--- src/rtl/cec_tx_pkg.sv ---
`timescale 1ns/1ps
package cec_tx_pkg;
   typedef enum logic [1:0] {
      RES_ACK    = 2'b00,
      RES_NACK   = 2'b01,
      RES_ARB    = 2'b10,
      RES_LOWDRV = 2'b11
   } att_res_e;

   typedef enum logic [1:0] {
      ST_IDLE,
      ST_ISSUE,
      ST_WAIT
   } seq_st_e;

   localparam int CNT_W = 4;
   localparam int STAT_LSB = 3;
   localparam int RETRY_LSB = 4;
   localparam logic [1:0] PWR_ON = 2'b01;
endpackage

--- src/rtl/cec_sat_ctr.sv ---
`timescale 1ns/1ps
module cec_sat_ctr #(
   parameter int W = 4
) (
   input  logic         clk,
   input  logic         rst_n,
   input  logic         clr,
   input  logic         inc,
   output logic [W-1:0] q
);
   localparam logic [W-1:0] TOP = {W{1'b1}};

   always_ff @(posedge clk or negedge rst_n) begin
      if (!rst_n)                q <= '0;
      else if (clr)              q <= '0;
      else if (inc && q != TOP)  q <= q + 1'b1;
   end

   // a full counter stays full
   p_sat_hold_r7: assert property (@(posedge clk) disable iff (!rst_n)
      (!clr && inc && q == TOP) |=> q == TOP);
   // a new request starts from zero
   p_clear_r7: assert property (@(posedge clk) disable iff (!rst_n)
      clr |=> q == '0);
endmodule

--- src/rtl/cec_tx_seq.sv ---
`timescale 1ns/1ps
module cec_tx_seq
   import cec_tx_pkg::*;
#(
   parameter int RETRY_W = 3
) (
   input  logic               clk,
   input  logic               rst_n,
   input  logic               go,
   input  logic [RETRY_W-1:0] retry_lim,
   input  logic               att_done,
   input  logic [1:0]         att_result,
   output logic               att_start,
   output logic               busy,
   output logic               fin_ok,
   output logic               fin_arb,
   output logic               fin_tmo,
   output logic [CNT_W-1:0]   nack_cnt,
   output logic [CNT_W-1:0]   ldrv_cnt
);
   seq_st_e            st;
   logic [RETRY_W-1:0] tries;
   att_res_e           res;
   logic               seen, fail, last;

   assign res       = att_res_e'(att_result);
   assign att_start = (st == ST_ISSUE);
   assign busy      = (st != ST_IDLE);
   assign seen      = (st == ST_WAIT) && att_done;
   assign fail      = seen && (res == RES_NACK || res == RES_LOWDRV);
   assign last      = (tries == retry_lim);
   assign fin_ok    = seen && (res == RES_ACK);
   assign fin_arb   = seen && (res == RES_ARB);
   assign fin_tmo   = fail && last;

   always_ff @(posedge clk or negedge rst_n) begin
      if (!rst_n) begin
         st    <= ST_IDLE;
         tries <= '0;
      end else begin
         unique case (st)
            ST_IDLE: if (go) begin
               st    <= ST_ISSUE;
               tries <= '0;
            end
            ST_ISSUE: st <= ST_WAIT;
            ST_WAIT: if (att_done) begin
               if (fin_ok || fin_arb || fin_tmo) st <= ST_IDLE;
               else begin
                  st    <= ST_ISSUE;
                  tries <= tries + 1'b1;
               end
            end
            default: st <= ST_IDLE;
         endcase
      end
   end

   cec_sat_ctr #(.W(CNT_W)) u_nack (
      .clk(clk), .rst_n(rst_n), .clr(go),
      .inc(seen && res == RES_NACK), .q(nack_cnt));

   cec_sat_ctr #(.W(CNT_W)) u_ldrv (
      .clk(clk), .rst_n(rst_n), .clr(go),
      .inc(seen && res == RES_LOWDRV), .q(ldrv_cnt));

   p_start_pulse_r3: assert property (@(posedge clk) disable iff (!rst_n)
      att_start |=> !att_start);
   p_one_end_r8: assert property (@(posedge clk) disable iff (!rst_n)
      $onehot0({fin_ok, fin_arb, fin_tmo}));
   p_arb_stops_r5: assert property (@(posedge clk) disable iff (!rst_n)
      fin_arb |=> !busy);
   p_retry_next_r6: assert property (@(posedge clk) disable iff (!rst_n)
      (fail && !last) |=> att_start);
   p_tries_bound_r6: assert property (@(posedge clk) disable iff (!rst_n)
      busy |-> tries <= retry_lim);
endmodule

--- src/rtl/cec_tx_regs.sv ---
`timescale 1ns/1ps
module cec_tx_regs
   import cec_tx_pkg::*;
#(
   parameter int FRAME_BYTES = 16,
   parameter int RETRY_W     = 3,
   parameter int ADDR_W      = 5,
   parameter int LEN_W       = 5
) (
   input  logic                     clk,
   input  logic                     rst_n,
   input  logic                     bus_wr,
   input  logic [ADDR_W-1:0]        bus_addr,
   input  logic [7:0]               bus_wdata,
   output logic [7:0]               bus_rdata,
   input  logic                     busy,
   input  logic                     fin_ok,
   input  logic                     fin_arb,
   input  logic                     fin_tmo,
   input  logic [CNT_W-1:0]         nack_cnt,
   input  logic [CNT_W-1:0]         ldrv_cnt,
   output logic                     go,
   output logic [RETRY_W-1:0]       retry_lim,
   output logic [FRAME_BYTES*8-1:0] frame,
   output logic [LEN_W-1:0]         len,
   output logic                     irq,
   output logic [5:0]               cec_div,
   output logic                     cec_pwr
);
   localparam logic [ADDR_W-1:0] A_LEN   = ADDR_W'(FRAME_BYTES);
   localparam logic [ADDR_W-1:0] A_RETRY = ADDR_W'(FRAME_BYTES + 1);
   localparam logic [ADDR_W-1:0] A_EN    = ADDR_W'(FRAME_BYTES + 2);
   localparam logic [ADDR_W-1:0] A_STAT  = ADDR_W'(FRAME_BYTES + 3);
   localparam logic [ADDR_W-1:0] A_CNT   = ADDR_W'(FRAME_BYTES + 4);
   localparam logic [ADDR_W-1:0] A_CLK   = ADDR_W'(FRAME_BYTES + 5);
   localparam logic [LEN_W-1:0]  LEN_MAX = LEN_W'(FRAME_BYTES);

   logic             wr_ok, en_q, fin_any;
   logic [2:0]       stat_q;
   logic [7:0]       clk_q;
   logic [7:0]       rd_tmp;

   assign wr_ok   = bus_wr && !busy;
   assign fin_any = fin_ok || fin_arb || fin_tmo;
   assign cec_div = clk_q[7:2];
   assign cec_pwr = (clk_q[1:0] == PWR_ON);
   assign irq     = |stat_q;
   assign go      = wr_ok && bus_addr == A_EN && bus_wdata[0] && cec_pwr
                    && len != '0 && len <= LEN_MAX;

   for (genvar i = 0; i < FRAME_BYTES; i++) begin : g_byte
      logic [7:0] b_q;
      always_ff @(posedge clk or negedge rst_n) begin
         if (!rst_n) b_q <= '0;
         else if (wr_ok && bus_addr == ADDR_W'(i)) b_q <= bus_wdata;
      end
      assign frame[i*8 +: 8] = b_q;
   end

   always_ff @(posedge clk or negedge rst_n) begin
      if (!rst_n) begin
         len       <= '0;
         retry_lim <= '0;
         clk_q     <= '0;
         en_q      <= 1'b0;
         stat_q    <= '0;
      end else begin
         if (wr_ok && bus_addr == A_LEN)   len       <= bus_wdata[LEN_W-1:0];
         if (wr_ok && bus_addr == A_RETRY) retry_lim <= bus_wdata[RETRY_LSB +: RETRY_W];
         if (wr_ok && bus_addr == A_CLK)   clk_q     <= bus_wdata;
         if (go)           en_q <= 1'b1;
         else if (fin_any) en_q <= 1'b0;
         stat_q <= (stat_q & ~((bus_wr && bus_addr == A_STAT) ?
                               bus_wdata[STAT_LSB +: 3] : 3'b000))
                   | {fin_ok, fin_arb, fin_tmo};
      end
   end

   always_comb begin
      rd_tmp = '0;
      unique case (bus_addr)
         A_LEN:   rd_tmp = 8'(len);
         A_RETRY: rd_tmp[RETRY_LSB +: RETRY_W] = retry_lim;
         A_EN:    rd_tmp[0] = en_q;
         A_STAT:  rd_tmp[STAT_LSB +: 3] = stat_q;
         A_CNT:   rd_tmp = {ldrv_cnt, nack_cnt};
         A_CLK:   rd_tmp = clk_q;
         default: begin
            for (int i = 0; i < FRAME_BYTES; i++)
               if (bus_addr == ADDR_W'(i)) rd_tmp = frame[i*8 +: 8];
         end
      endcase
   end
   assign bus_rdata = rd_tmp;

   p_end_drops_en_r4: assert property (@(posedge clk) disable iff (!rst_n)
      fin_any |=> !en_q);
   p_busy_len_r10: assert property (@(posedge clk) disable iff (!rst_n)
      (busy && bus_wr && bus_addr == A_LEN) |=> len == $past(len));
   p_w1c_r9: assert property (@(posedge clk) disable iff (!rst_n)
      (bus_wr && bus_addr == A_STAT && bus_wdata[STAT_LSB] && !fin_tmo)
      |=> !stat_q[0]);
   p_flag_sets_r8: assert property (@(posedge clk) disable iff (!rst_n)
      fin_ok |=> stat_q[2]);
endmodule

--- src/rtl/cec_tx_ctrl.sv ---
`timescale 1ns/1ps
module cec_tx_ctrl
   import cec_tx_pkg::*;
#(
   parameter int FRAME_BYTES = 16,
   parameter int RETRY_W     = 3,
   parameter int ADDR_W      = 5
) (
   input  logic                               clk,
   input  logic                               rst_n,
   input  logic                               bus_wr,
   input  logic [ADDR_W-1:0]                  bus_addr,
   input  logic [7:0]                         bus_wdata,
   output logic [7:0]                         bus_rdata,
   output logic                               irq,
   output logic [5:0]                         cec_div,
   output logic                               cec_pwr,
   output logic                               att_start,
   output logic [$clog2(FRAME_BYTES+1)-1:0]   att_len,
   output logic [FRAME_BYTES*8-1:0]           att_frame,
   input  logic                               att_done,
   input  logic [1:0]                         att_result
);
   localparam int LEN_W = $clog2(FRAME_BYTES + 1);

   if (RETRY_W < 1 || RETRY_W > 4) begin : g_bad_retry
      $error("RETRY_W must be 1 to 4");
   end
   if ((1 << ADDR_W) < FRAME_BYTES + 6) begin : g_bad_addr
      $error("ADDR_W too narrow for the register map");
   end
   if (FRAME_BYTES < 2 || LEN_W > 8) begin : g_bad_frame
      $error("FRAME_BYTES out of range");
   end

   logic               go, busy, fin_ok, fin_arb, fin_tmo;
   logic [RETRY_W-1:0] retry_lim;
   logic [CNT_W-1:0]   nack_cnt, ldrv_cnt;

   cec_tx_regs #(
      .FRAME_BYTES(FRAME_BYTES), .RETRY_W(RETRY_W),
      .ADDR_W(ADDR_W), .LEN_W(LEN_W)
   ) u_regs (
      .clk(clk), .rst_n(rst_n),
      .bus_wr(bus_wr), .bus_addr(bus_addr), .bus_wdata(bus_wdata),
      .bus_rdata(bus_rdata), .busy(busy),
      .fin_ok(fin_ok), .fin_arb(fin_arb), .fin_tmo(fin_tmo),
      .nack_cnt(nack_cnt), .ldrv_cnt(ldrv_cnt),
      .go(go), .retry_lim(retry_lim), .frame(att_frame), .len(att_len),
      .irq(irq), .cec_div(cec_div), .cec_pwr(cec_pwr)
   );

   cec_tx_seq #(.RETRY_W(RETRY_W)) u_seq (
      .clk(clk), .rst_n(rst_n), .go(go), .retry_lim(retry_lim),
      .att_done(att_done), .att_result(att_result),
      .att_start(att_start), .busy(busy),
      .fin_ok(fin_ok), .fin_arb(fin_arb), .fin_tmo(fin_tmo),
      .nack_cnt(nack_cnt), .ldrv_cnt(ldrv_cnt)
   );

   p_irq_level_r11: assert property (@(posedge clk) disable iff (!rst_n)
      (fin_ok || fin_arb || fin_tmo) |=> irq);
endmodule

--- config.mk ---
export PLATFORM = sky130hd
export DESIGN_NAME = cec_tx_ctrl
export DESIGN_NICKNAME = d
export VERILOG_FILES = /design/src/rtl/cec_tx_pkg.sv /design/src/rtl/cec_sat_ctr.sv /design/src/rtl/cec_tx_seq.sv /design/src/rtl/cec_tx_regs.sv /design/src/rtl/cec_tx_ctrl.sv
export SDC_FILE = /design/constraint.sdc
export NUM_CORES = 1
export LEC_CHECK = 0
export ABC_AREA = 1
export BUFFER_PORTS_ARGS = -buffer_cell sky130_fd_sc_hd__buf_2
export CAP_MARGIN = 20
export CORE_MARGIN = 10
export CORE_UTILIZATION = 58
export DETAILED_ROUTE_END_ITERATION = 10
export GPL_TIMING_DRIVEN = 0
export PLACE_DENSITY = 0.85
export SKIP_LAST_GASP = 1
export SYNTH_ARGS = -nofsm -noshare
export SYNTH_HDL_FRONTEND = slang
export SYNTH_SLANG_ARGS = --single-unit
--- constraint.sdc ---
create_clock -name clk -period 2.7 [get_ports clk]
set_input_delay 0.135 -clock clk [delete_from_list [all_inputs] [get_ports clk]]
set_output_delay 0.135 -clock clk [all_outputs]
set_load 0.005 [all_outputs]
==> results_dict.tcl, run 1 <==
set metrics [dict create \
    finalHoldViolations 0 \
    p_per_area_mw_per_mm2 821 \
    tightest_slew_ns 0.751 \
    yosysTopAreaCell "dfrtp_1" \
    hold_path_depth 4 \
    final_cell_mix "nand2_1, buf_2, dfrtp_1" \
    ios 169 \
    hold_path_end "u_regs.stat_q[1]$_DFF_PN0_" \
    hold_start "bus_wr" \
    wire_per_inst_um 18.9 \
    maxCapViolCount 0 \
    synth_top_family_by_area "simple AND/OR/NAND/NOR gates" \
    ys_types 34 \
    grt_pass1_vias 7231 \
    slew_headroom_pct 49.9 \
    period_share_pct 86.1 \
    cts_buffers 17 \
    synth_nets 946 \
    clockRootBuffer "clkbuf_16" \
    r2r_start "u_seq.st[0]$_DFFE_PN0P_" \
    synth.ff_latch_count 161 \
    cts_max_path_buffers 2 \
    fillerInstances 992 \
    crit_path_end_kind "primary output" \
    ir_worst_vdd_uv 567 \
    wl_mm 24.6 \
    path_class "reg -> out" \
    p_leak_nw 4.68 \
    setup_tns_ns 0 \
    syn_inst 924 \
    gr-usage-all-layers_pct 27.4 \
    worstPathArrival_ns 2.19 \
    grt_pass1_wl_mm 38.5 \
    row_count 41 \
    yosysTopAreaCellShare_pct 53.9 \
    maxSlewViolCount 0 \
    rr_worst_depth 7 \
    synth_top_flop_cell "dfrtp_1" \
    setup_viol 0 \
    port_buffers 168 \
    die_h_um 133 \
    status "finished clean" \
    synthTopCellsByArea "dfrtp_1, nand2_1, o21ai_0, inv_1, nor2_1" \
    grt_max_degree 85 \
    rr_endpoint "u_regs.g_byte[2].b_q[0]$_DFFE_PN0P_" \
    core_mm2 0.0126 \
    synthXorXnorAreaFrac_pct 0.469 \
    sw_frac_of_total_pct 31.6 \
    cts_sinks 161 \
    syn_area_per_cell_um2 8.08 \
    final_common_cell "nand2_1" \
    num_vias 7564 \
    vias_per_cell 5.81 \
    cts_tree "yes" \
    netlist_area_mm2 0.00747 \
    clkPwrFrac_pct 33.9 \
    seqPwrFrac_pct 45.8 \
    finalCriticalPeriod_ns 2.32 \
    postCtsResizedCells 0 \
    synthArstFlopShare_pct 100 \
    finalNetCount 1138 \
    clock_latency_ns 0.44 \
    drt_iter0_drc 946 \
    h-tree-depth 4 \
    detailed_place_hpwl_mm 17.6 \
    rsz0062_at_grt "no" \
    p_int_mw 5.19 \
    ys_seq_area_share_pct 53.9 \
    first_pass_iters 5 \
    final_layout_size_suffix_gt1_share_pct 21.8 \
    synth-simple-area-share_pct 25.7 \
    path_clk_slew_ns 0.06 \
    max_freq_mhz 430 \
    gp_congestion 0.963 \
    drcViolationCount 0 \
    reg2reg_slack_ns 0.54 \
    critPathLaunch "u_regs.g_byte[0].b_q[5]$_DFFE_PN0P_" \
    p_comb_share_pct 20.3 \
    grt-ovfl-total 0 \
    synth_fa_ha_area_share_pct 0.503 \
    worstHoldPathType "in -> reg" \
    p_switching_mw 2.39 \
    synth_edf_count 0 \
    initial_utilization_pct 59.2 \
    die_x_um 133 \
    yosys-mux-area-fraction_pct 0 \
    fin_skew_ns 0.00590 \
    crit_path_max_fanout 3 \
    synth_compound_area_share_pct 13.0 \
    detail-route-antenna-nets 0 \
    yosysWarnings 0 \
    cp-start-kind "flop" \
    required_ns 2.57 \
    syn_to_final_growth_pct 23.7 \
    p_total_mw 7.58 \
    antenna_found_initial 1 \
    die-area_mm2 0.0178 \
]
## critical path, stage by stage, from the launching register on
cell and delay [ns]:
dfrtp_1 0.40, nand2_1 0.09, nand2_1 0.06, nor2_1 0.14
nand4_1 0.15, nand2_1 0.13, nand4_1 0.09, nor2_1 0.22
nand3_1 0.12, nand2_1 0.11, nand4_1 0.08, buf_2 0.15
## registers in the layout (all words and copies together), names as in the netlist
name	cells
u_regs.len	5
u_regs.g_byte.b_q	128
u_regs.clk_q	8
u_seq.tries	3
u_regs.retry_lim	3
u_regs.stat_q	3
u_seq.st	2
u_regs.en_q	1
u_seq.u_nack.q	4
u_seq.u_ldrv.q	4
## final cells by class
cell class	instances	area [um^2]	share of cell area [%]
Antenna cell	1	2.50	0.0271
Buffer	37	164	1.77
Clock buffer	20	467	5.05
Clock inverter	12	168	1.82
Inverter	83	312	3.37
Multi-Input combinational cell	643	2970	32.1
Sequential cell	161	4030	43.6
Tap cell	172	215	2.33
Timing Repair Buffer	173	915	9.90
## worst max-delay path by stage
stage / slack [ns] / cells after the start / end
floorplan: 1.02 / 8 / u_seq.u_ldrv.q[3]$_DFFE_PN0P_
global placement: -0.80 / 1 / u_regs.clk_q[4]$_DFFE_PN0P_
detailed placement: 0.46 / 14 / bus_rdata[6]
CTS: 0.42 / 14 / bus_rdata[5]
global route: 0.20 / 14 / bus_rdata[5]
finish: 0.38 / 11 / bus_rdata[5]
## synth_stat cells, drive strengths merged, types with 5 or more instances
library cell and n:
inv 81, nand3 31, a21oi 11, nor2 72, nand4 30, clkbuf 29, or2 11, nand2 295
o21ai 164, a221oi 5, buf 8, nor3 8, dfrtp 161
## power groups by stage
stage | clock network [mW] | logic, mW | registers (mW)
floorplan | 0 | 0.686 | 3.40
finish | 2.57 | 1.54 | 3.48
global placement | 0 | 1.48 | 3.46
detailed placement | 0 | 1.54 | 3.47
CTS | 2.57 | 1.56 | 3.44
global route | 2.69 | 1.75 | 3.53
## kinds of logic (layout without fill, tap and decap cells)
kind of cell | Yosys count | count (layout)
simple gates | 450 | 450
compound gates | 186 | 186
flops | 161 | 161
buf+inv | 120 | 325
xor+xnor | 4 | 4
fa+ha+maj | 3 | 3
other cells | 0 | 1
## through the flow
stage | area, um^2 | std cells | hold WS, ns | util [%] | setup slack (ns)
after detailed placement | 8560 | 1265 | 0.204 | 67.8 | 0.464
final | 9240 | 1302 | 0.0594 | 73.2 | 0.375
after global placement | 8530 | 1264 | 0.343 | 67.6 | -0.795
after global routing | 9240 | 1302 | 0.0839 | 73.2 | 0.195
after CTS | 9230 | 1301 | 0.0585 | 73.2 | 0.420
after floorplan | 7470 | 924 | -0.161 | - | 1.02
## repair_timing
item	in CTS	in global routing
hold buffers	4	0
setup buffers	0	0
hold endpoints to repair	80	0
## layer usage
metal | vias to the layer above | share of wire [%] | track usage (%)
met1 | 3571 | 38 | 34.5
li1 | 3395 | - | -
met5 | - | 0 | 0
met2 | 510 | 46 | 43.4
met3 | 88 | 11 | 6.69
met4 | 0 | 4.2 | 13.2
No activity file was read; power rests on OpenSTA's default activity.
==> run 2: changes to the inputs <==
- CORE_UTILIZATION: 58 -> 49
- PLACE_DENSITY: 0.85 -> 0.76
- clock period: 2.7 -> 2 ns (I/O delays scaled with it)
==> results_dict.tcl, run 2 (synthesized netlist as in run 1, its figures left out) <==
set metrics [dict create \
    finalHoldViolations 0 \
    crit_path_max_fanout 3 \
    path_clk_slew_ns 0.06 \
    port_buffers 168 \
    wl_mm 24.8 \
    first_pass_iters 5 \
    path_class "reg -> out" \
    rsz0062_at_grt "yes" \
    cpPeakStageDelay_ns 0.40 \
    crit_path_end_kind "primary output" \
    r2r_start "u_seq.st[0]$_DFFE_PN0P_" \
    cts_tree "yes" \
    drt_iter0_drc 665 \
    worst_path_most_repeated_cell "nand4_1" \
    final_cell_area_mm2 0.00933 \
    initial_utilization_pct 49.5 \
    antenna_found_initial 0 \
    maxCapViolCount 0 \
    finalNetCount 1146 \
    fin_skew_ns 0.0110 \
    final_layout_size_suffix_gt1_share_pct 23.4 \
    p_total_mw 10.0 \
    instances_no_fill 1320 \
    p_per_area_mw_per_mm2 1080 \
    cts_buffers 17 \
    h-tree-depth 4 \
    place_inst 1281 \
    cp_num_buf_inv 1 \
    syn_to_final_growth_pct 24.9 \
    worstHoldPathType "in -> reg" \
    worstPathArrival_ns 2.12 \
    clock_latency_ns 0.43 \
    num_vias 7260 \
    hold_path_depth 4 \
    cts_max_path_buffers 2 \
    critPathTopFamily "simple AND/OR/NAND/NOR gates" \
    p_leak_nw 4.71 \
    die-area_mm2 0.0206 \
    required_ns 1.90 \
    fillerInstances 1381 \
    core_mm2 0.0151 \
    rr_worst_depth 7 \
    pre_cts_ws_ns -0.204 \
    reg2reg_slack_ns 0.13 \
    die_h_um 143 \
    period_share_pct 111 \
    largest_reg_flops 128 \
    violations "negative setup slack" \
    cts_sinks 161 \
    grt_pass1_vias 6901 \
    crit_slowest_cell "dfrtp_1" \
    maxSlewViolCount 0 \
    hold_start "bus_wr" \
    ir_worst_vdd_uv 583 \
    clockRootBuffer "clkbuf_16" \
    place_area_mm2 0.00858 \
    detail-route-antenna-nets 0 \
    finalCriticalPeriod_ns 2.22 \
    hold_ws_ns 0.0275 \
    worst_slack_ns -0.218 \
    slew_headroom_pct 51.1 \
    cp-start-kind "flop" \
    grt_pass1_wl_mm 38.2 \
    grt_max_degree 83 \
    hold_path_end "u_regs.stat_q[0]$_DFF_PN0_" \
    final_common_cell "nand2_1" \
    setup_viol 8 \
    row_count 45 \
    cp_cell_sequence "nand3_1 -> nand2_1 -> nor2_2 -> nand4_1 -> nand2_2 -> nand4_1 -> nor2_2 -> nand4_1 -> nand2_1 -> nand3_1 -> buf_2" \
    rr_endpoint "u_regs.g_byte[2].b_q[3]$_DFFE_PN0P_" \
    grt-ovfl-total 0 \
    max_freq_mhz 451 \
    gp_congestion 0.956 \
    die_x_um 143 \
    status "finished with violations" \
    wire_per_inst_um 18.8 \
    detailed_place_hpwl_mm 18.2 \
    reg_top3 "u_regs.g_byte.b_q: 128 flops, u_regs.clk_q: 8 flops, u_regs.len: 5 flops" \
    drcViolationCount 0 \
    tightest_slew_ns 0.734 \
    largest-register "u_regs.g_byte.b_q" \
    final_cell_mix "nand2_1, buf_2, dfrtp_1" \
    gr-usage-all-layers_pct 24.0 \
    vias_per_cell 5.50 \
    ios 169 \
]
==> run 2: how the worst max path moves through the flow <==
stage | startpoint | endpoint | slack [ns] | cells past startpoint
final | u_regs.g_byte[1].b_q[6]$_DFFE_PN0P_ | bus_rdata[6] | -0.22 | 11
after global routing | u_regs.g_byte[1].b_q[5]$_DFFE_PN0P_ | bus_rdata[5] | -0.34 | 11
after CTS | u_regs.g_byte[1].b_q[6]$_DFFE_PN0P_ | bus_rdata[6] | -0.23 | 11
after global placement | rst_n | u_regs.g_byte[9].b_q[6]$_DFFE_PN0P_ | -1.61 | 1
after floorplan | u_seq.st[0]$_DFFE_PN0P_ | u_seq.u_ldrv.q[3]$_DFFE_PN0P_ | 0.32 | 8
after detailed placement | bus_addr[1] | bus_rdata[6] | -0.20 | 16
==> run 2: power by group <==
| group | switching, mW | internal [mW] | leakage, nW |
|---|---|---|---|
| combinational | 1.17 | 0.977 | 2.35 |
| clock | 1.27 | 1.95 | 0.277 |
| sequential | 0.674 | 3.99 | 2.09 |
| total | 3.12 | 6.92 | 4.71 |
==> run 2: repair_timing <==
action,in CTS,in global routing
hold buffers,5,0
buffers inserted,4,3
hold endpoints to repair,84,0
endpoints found under the setup margin,74,20
gates resized for setup,10,15
pin swaps,2,4
==> run 2: metrics by stage <==
stage,TNS [ns],util [%]
final,-1.14,61.8
after global routing,-2.25,61.8
after CTS,-1.24,61.3
after detailed placement,-4.20,56.9
after global placement,-260.84,56.6
after floorplan,0,-
==> run 2: layout make-up <==
class	count	area (um^2)	area share, %
Tap cell	188	235	2.52
Sequential cell	161	4030	43.2
Timing Repair Buffer	181	981	10.5
Buffer	37	168	1.80
Inverter	83	312	3.34
Antenna cell	1	2.50	0.0268
Clock inverter	7	114	1.22
Clock buffer	19	443	4.75
Multi-Input combinational cell	643	3040	32.6
==> run 2: metal layers <==
layer,track usage [%],vias up,routed length (um)
li1,-,3411,-
met1,31.5,3454,10400
met2,37.7,349,11500
met3,5.81,46,2240
met4,8.87,0,613
met5,0,-,0
==> run 2: worst min-delay path, stage by stage <==
cell     delay (ns)
buf_2          0.11
nand2_1        0.09
o21ai_0        0.08
nand2_1        0.05
==> run 3: changes to the inputs <==
- GPL_ROUTABILITY_DRIVEN: not set -> 0
- MAX_ROUTING_LAYER: not set -> met4
- SETUP_SLACK_MARGIN: not set -> 0.15
==> results_dict.tcl, run 3 (synthesized netlist as in run 1, its figures left out) <==
set metrics [dict create \
    seqPwrFrac_pct 46.3 \
    num_vias 7295 \
    rsz0062_at_grt "yes" \
    worstPathArrival_ns 2.14 \
    ir_worst_vdd_uv 596 \
    largest-register "u_regs.g_byte.b_q" \
    violations "negative setup slack" \
    sw_frac_of_total_pct 31.0 \
    fin_util_pct 62.5 \
    maxSlewViolCount 0 \
    cts_tree "yes" \
    gr-usage-all-layers_pct 24.7 \
    wire_per_inst_um 18.8 \
    cts_max_path_buffers 2 \
    wl_mm 24.9 \
    p_total_mw 10.1 \
    period_share_pct 112 \
    detailed_place_hpwl_mm 18.2 \
    pre_cts_ws_ns -0.204 \
    initial_utilization_pct 49.5 \
    ios 169 \
    crit_path_end_kind "primary output" \
    clockRootBuffer "clkbuf_16" \
    antenna_found_initial 0 \
    max_freq_mhz 446 \
    detail-route-antenna-nets 0 \
    grt-ovfl-total 0 \
    largest_reg_flops 128 \
    rr_endpoint "u_regs.g_byte[1].b_q[6]$_DFFE_PN0P_" \
    die_x_um 143 \
    p_switching_mw 3.13 \
    status "finished with violations" \
    critPathLaunch "u_regs.g_byte[1].b_q[6]$_DFFE_PN0P_" \
    cts_sinks 161 \
    tightest_slew_ns 0.785 \
    p_per_area_mw_per_mm2 1070 \
    setup_viol 8 \
    hold_ws_ns 0.0240 \
    vias_per_cell 5.51 \
    r2r_start "u_seq.st[0]$_DFFE_PN0P_" \
    crit_path_max_fanout 3 \
    p_leak_nw 4.77 \
    hold_start "bus_wr" \
    first_pass_iters 5 \
    core_mm2 0.0151 \
    slew_headroom_pct 47.7 \
    hold_path_end "u_regs.stat_q[0]$_DFF_PN0_" \
    cts_buffers 17 \
    drt_iter0_drc 770 \
    p_int_mw 6.95 \
    final_common_cell "nand2_1" \
    cp-start-kind "flop" \
    finalNetCount 1151 \
    path_class "reg -> out" \
    grt_max_degree 83 \
    die-area_mm2 0.0206 \
    drcViolationCount 0 \
    final_layout_size_suffix_gt1_share_pct 25.4 \
    clkPwrFrac_pct 31.8 \
    die_h_um 143 \
    setup_tns_ns -1.23 \
    finalHoldViolations 0 \
    grt_pass1_wl_mm 38.1 \
    reg_top3 "u_regs.g_byte.b_q: 128 flops, u_regs.clk_q: 8 flops, u_regs.len: 5 flops" \
    fin_skew_ns 0.00792 \
    row_count 45 \
    h-tree-depth 4 \
    required_ns 1.90 \
    syn_to_final_growth_pct 26.2 \
    reg2reg_slack_ns 0.18 \
    finalCriticalPeriod_ns 2.24 \
    worstHoldPathType "in -> reg" \
    hold_path_depth 4 \
    grt_pass1_vias 6911 \
    final_cell_mix "nand2_1, buf_2, dfrtp_1" \
    maxCapViolCount 0 \
    clock_latency_ns 0.44 \
    p_comb_share_pct 21.8 \
    rr_worst_depth 8 \
    path_clk_slew_ns 0.06 \
    port_buffers 168 \
    worst_slack_ns -0.241 \
]
-- run 3: worst max-delay path by stage --
stage | slack [ns] | end
finish | -0.24 | bus_rdata[6]
global route | -0.34 | bus_rdata[5]
CTS | -0.23 | bus_rdata[6]
detailed placement | -0.20 | bus_rdata[6]
global placement | -1.61 | u_regs.g_byte[9].b_q[6]$_DFFE_PN0P_
floorplan | 0.32 | u_seq.u_ldrv.q[3]$_DFFE_PN0P_
-- run 3: through the flow --
step | area (um^2) | instances
floorplan | 7470 | 924
CTS | 9250 | 1315
finish | 9430 | 1325
detailed placement | 8580 | 1281
global placement | 8550 | 1280
global route | 9430 | 1324
-- run 3: worst max-delay path: stages, from the launching register on --
cell and delay, ns:
dfrtp_1 0.40, nand3_1 0.09, nand2_1 0.08, nor2_2 0.14, nand4_1 0.12, nand2_2 0.10, nand4_1 0.13, nor2_2 0.18
nand4_1 0.12, nand2_1 0.10, nand3_1 0.08, buf_2 0.15
-- run 3: final cells by class --
| cell class | count | area [um^2] |
|---|---|---|
| diodes | 1 | 2.50 |
| plain buffers | 37 | 185 |
| clock buffers | 19 | 443 |
| clock inverters | 7 | 114 |
| fillers | 1346 | 5660 |
| inverters | 83 | 312 |
| multi-input cells | 643 | 3090 |
| flip-flops and latches | 161 | 4030 |
| well taps | 188 | 235 |
| repair buffers | 186 | 1020 |
-- run 3: what timing repair did --
item | CTS | global route
pin swaps | 2 | 7
endpoints found under the setup margin | 149 | 97
hold buffers | 4 | 0
hold endpoints to repair | 84 | 0
setup buffers | 4 | 9
gates resized for setup | 13 | 54
-- run 3: power by group through the flow --
| stage | Combinational, mW | Clock, mW | Sequential, mW |
|---|---|---|---|
| floorplan | 0.926 | 0 | 4.60 |
| global placement | 2.00 | 0 | 4.69 |
| detailed placement | 2.08 | 0 | 4.70 |
| CTS | 2.15 | 3.20 | 4.64 |
| global route | 2.48 | 3.37 | 4.74 |
| finish | 2.20 | 3.21 | 4.67 |
-- run 3: metal layers --
layer	global-route usage (%)	share of wire, %	vias up
met5	-	0	-
met4	8.06	2.3	0
met3	5.28	7.7	40
met2	37.5	47	326
met1	32.3	43	3516
li1	-	-	3413
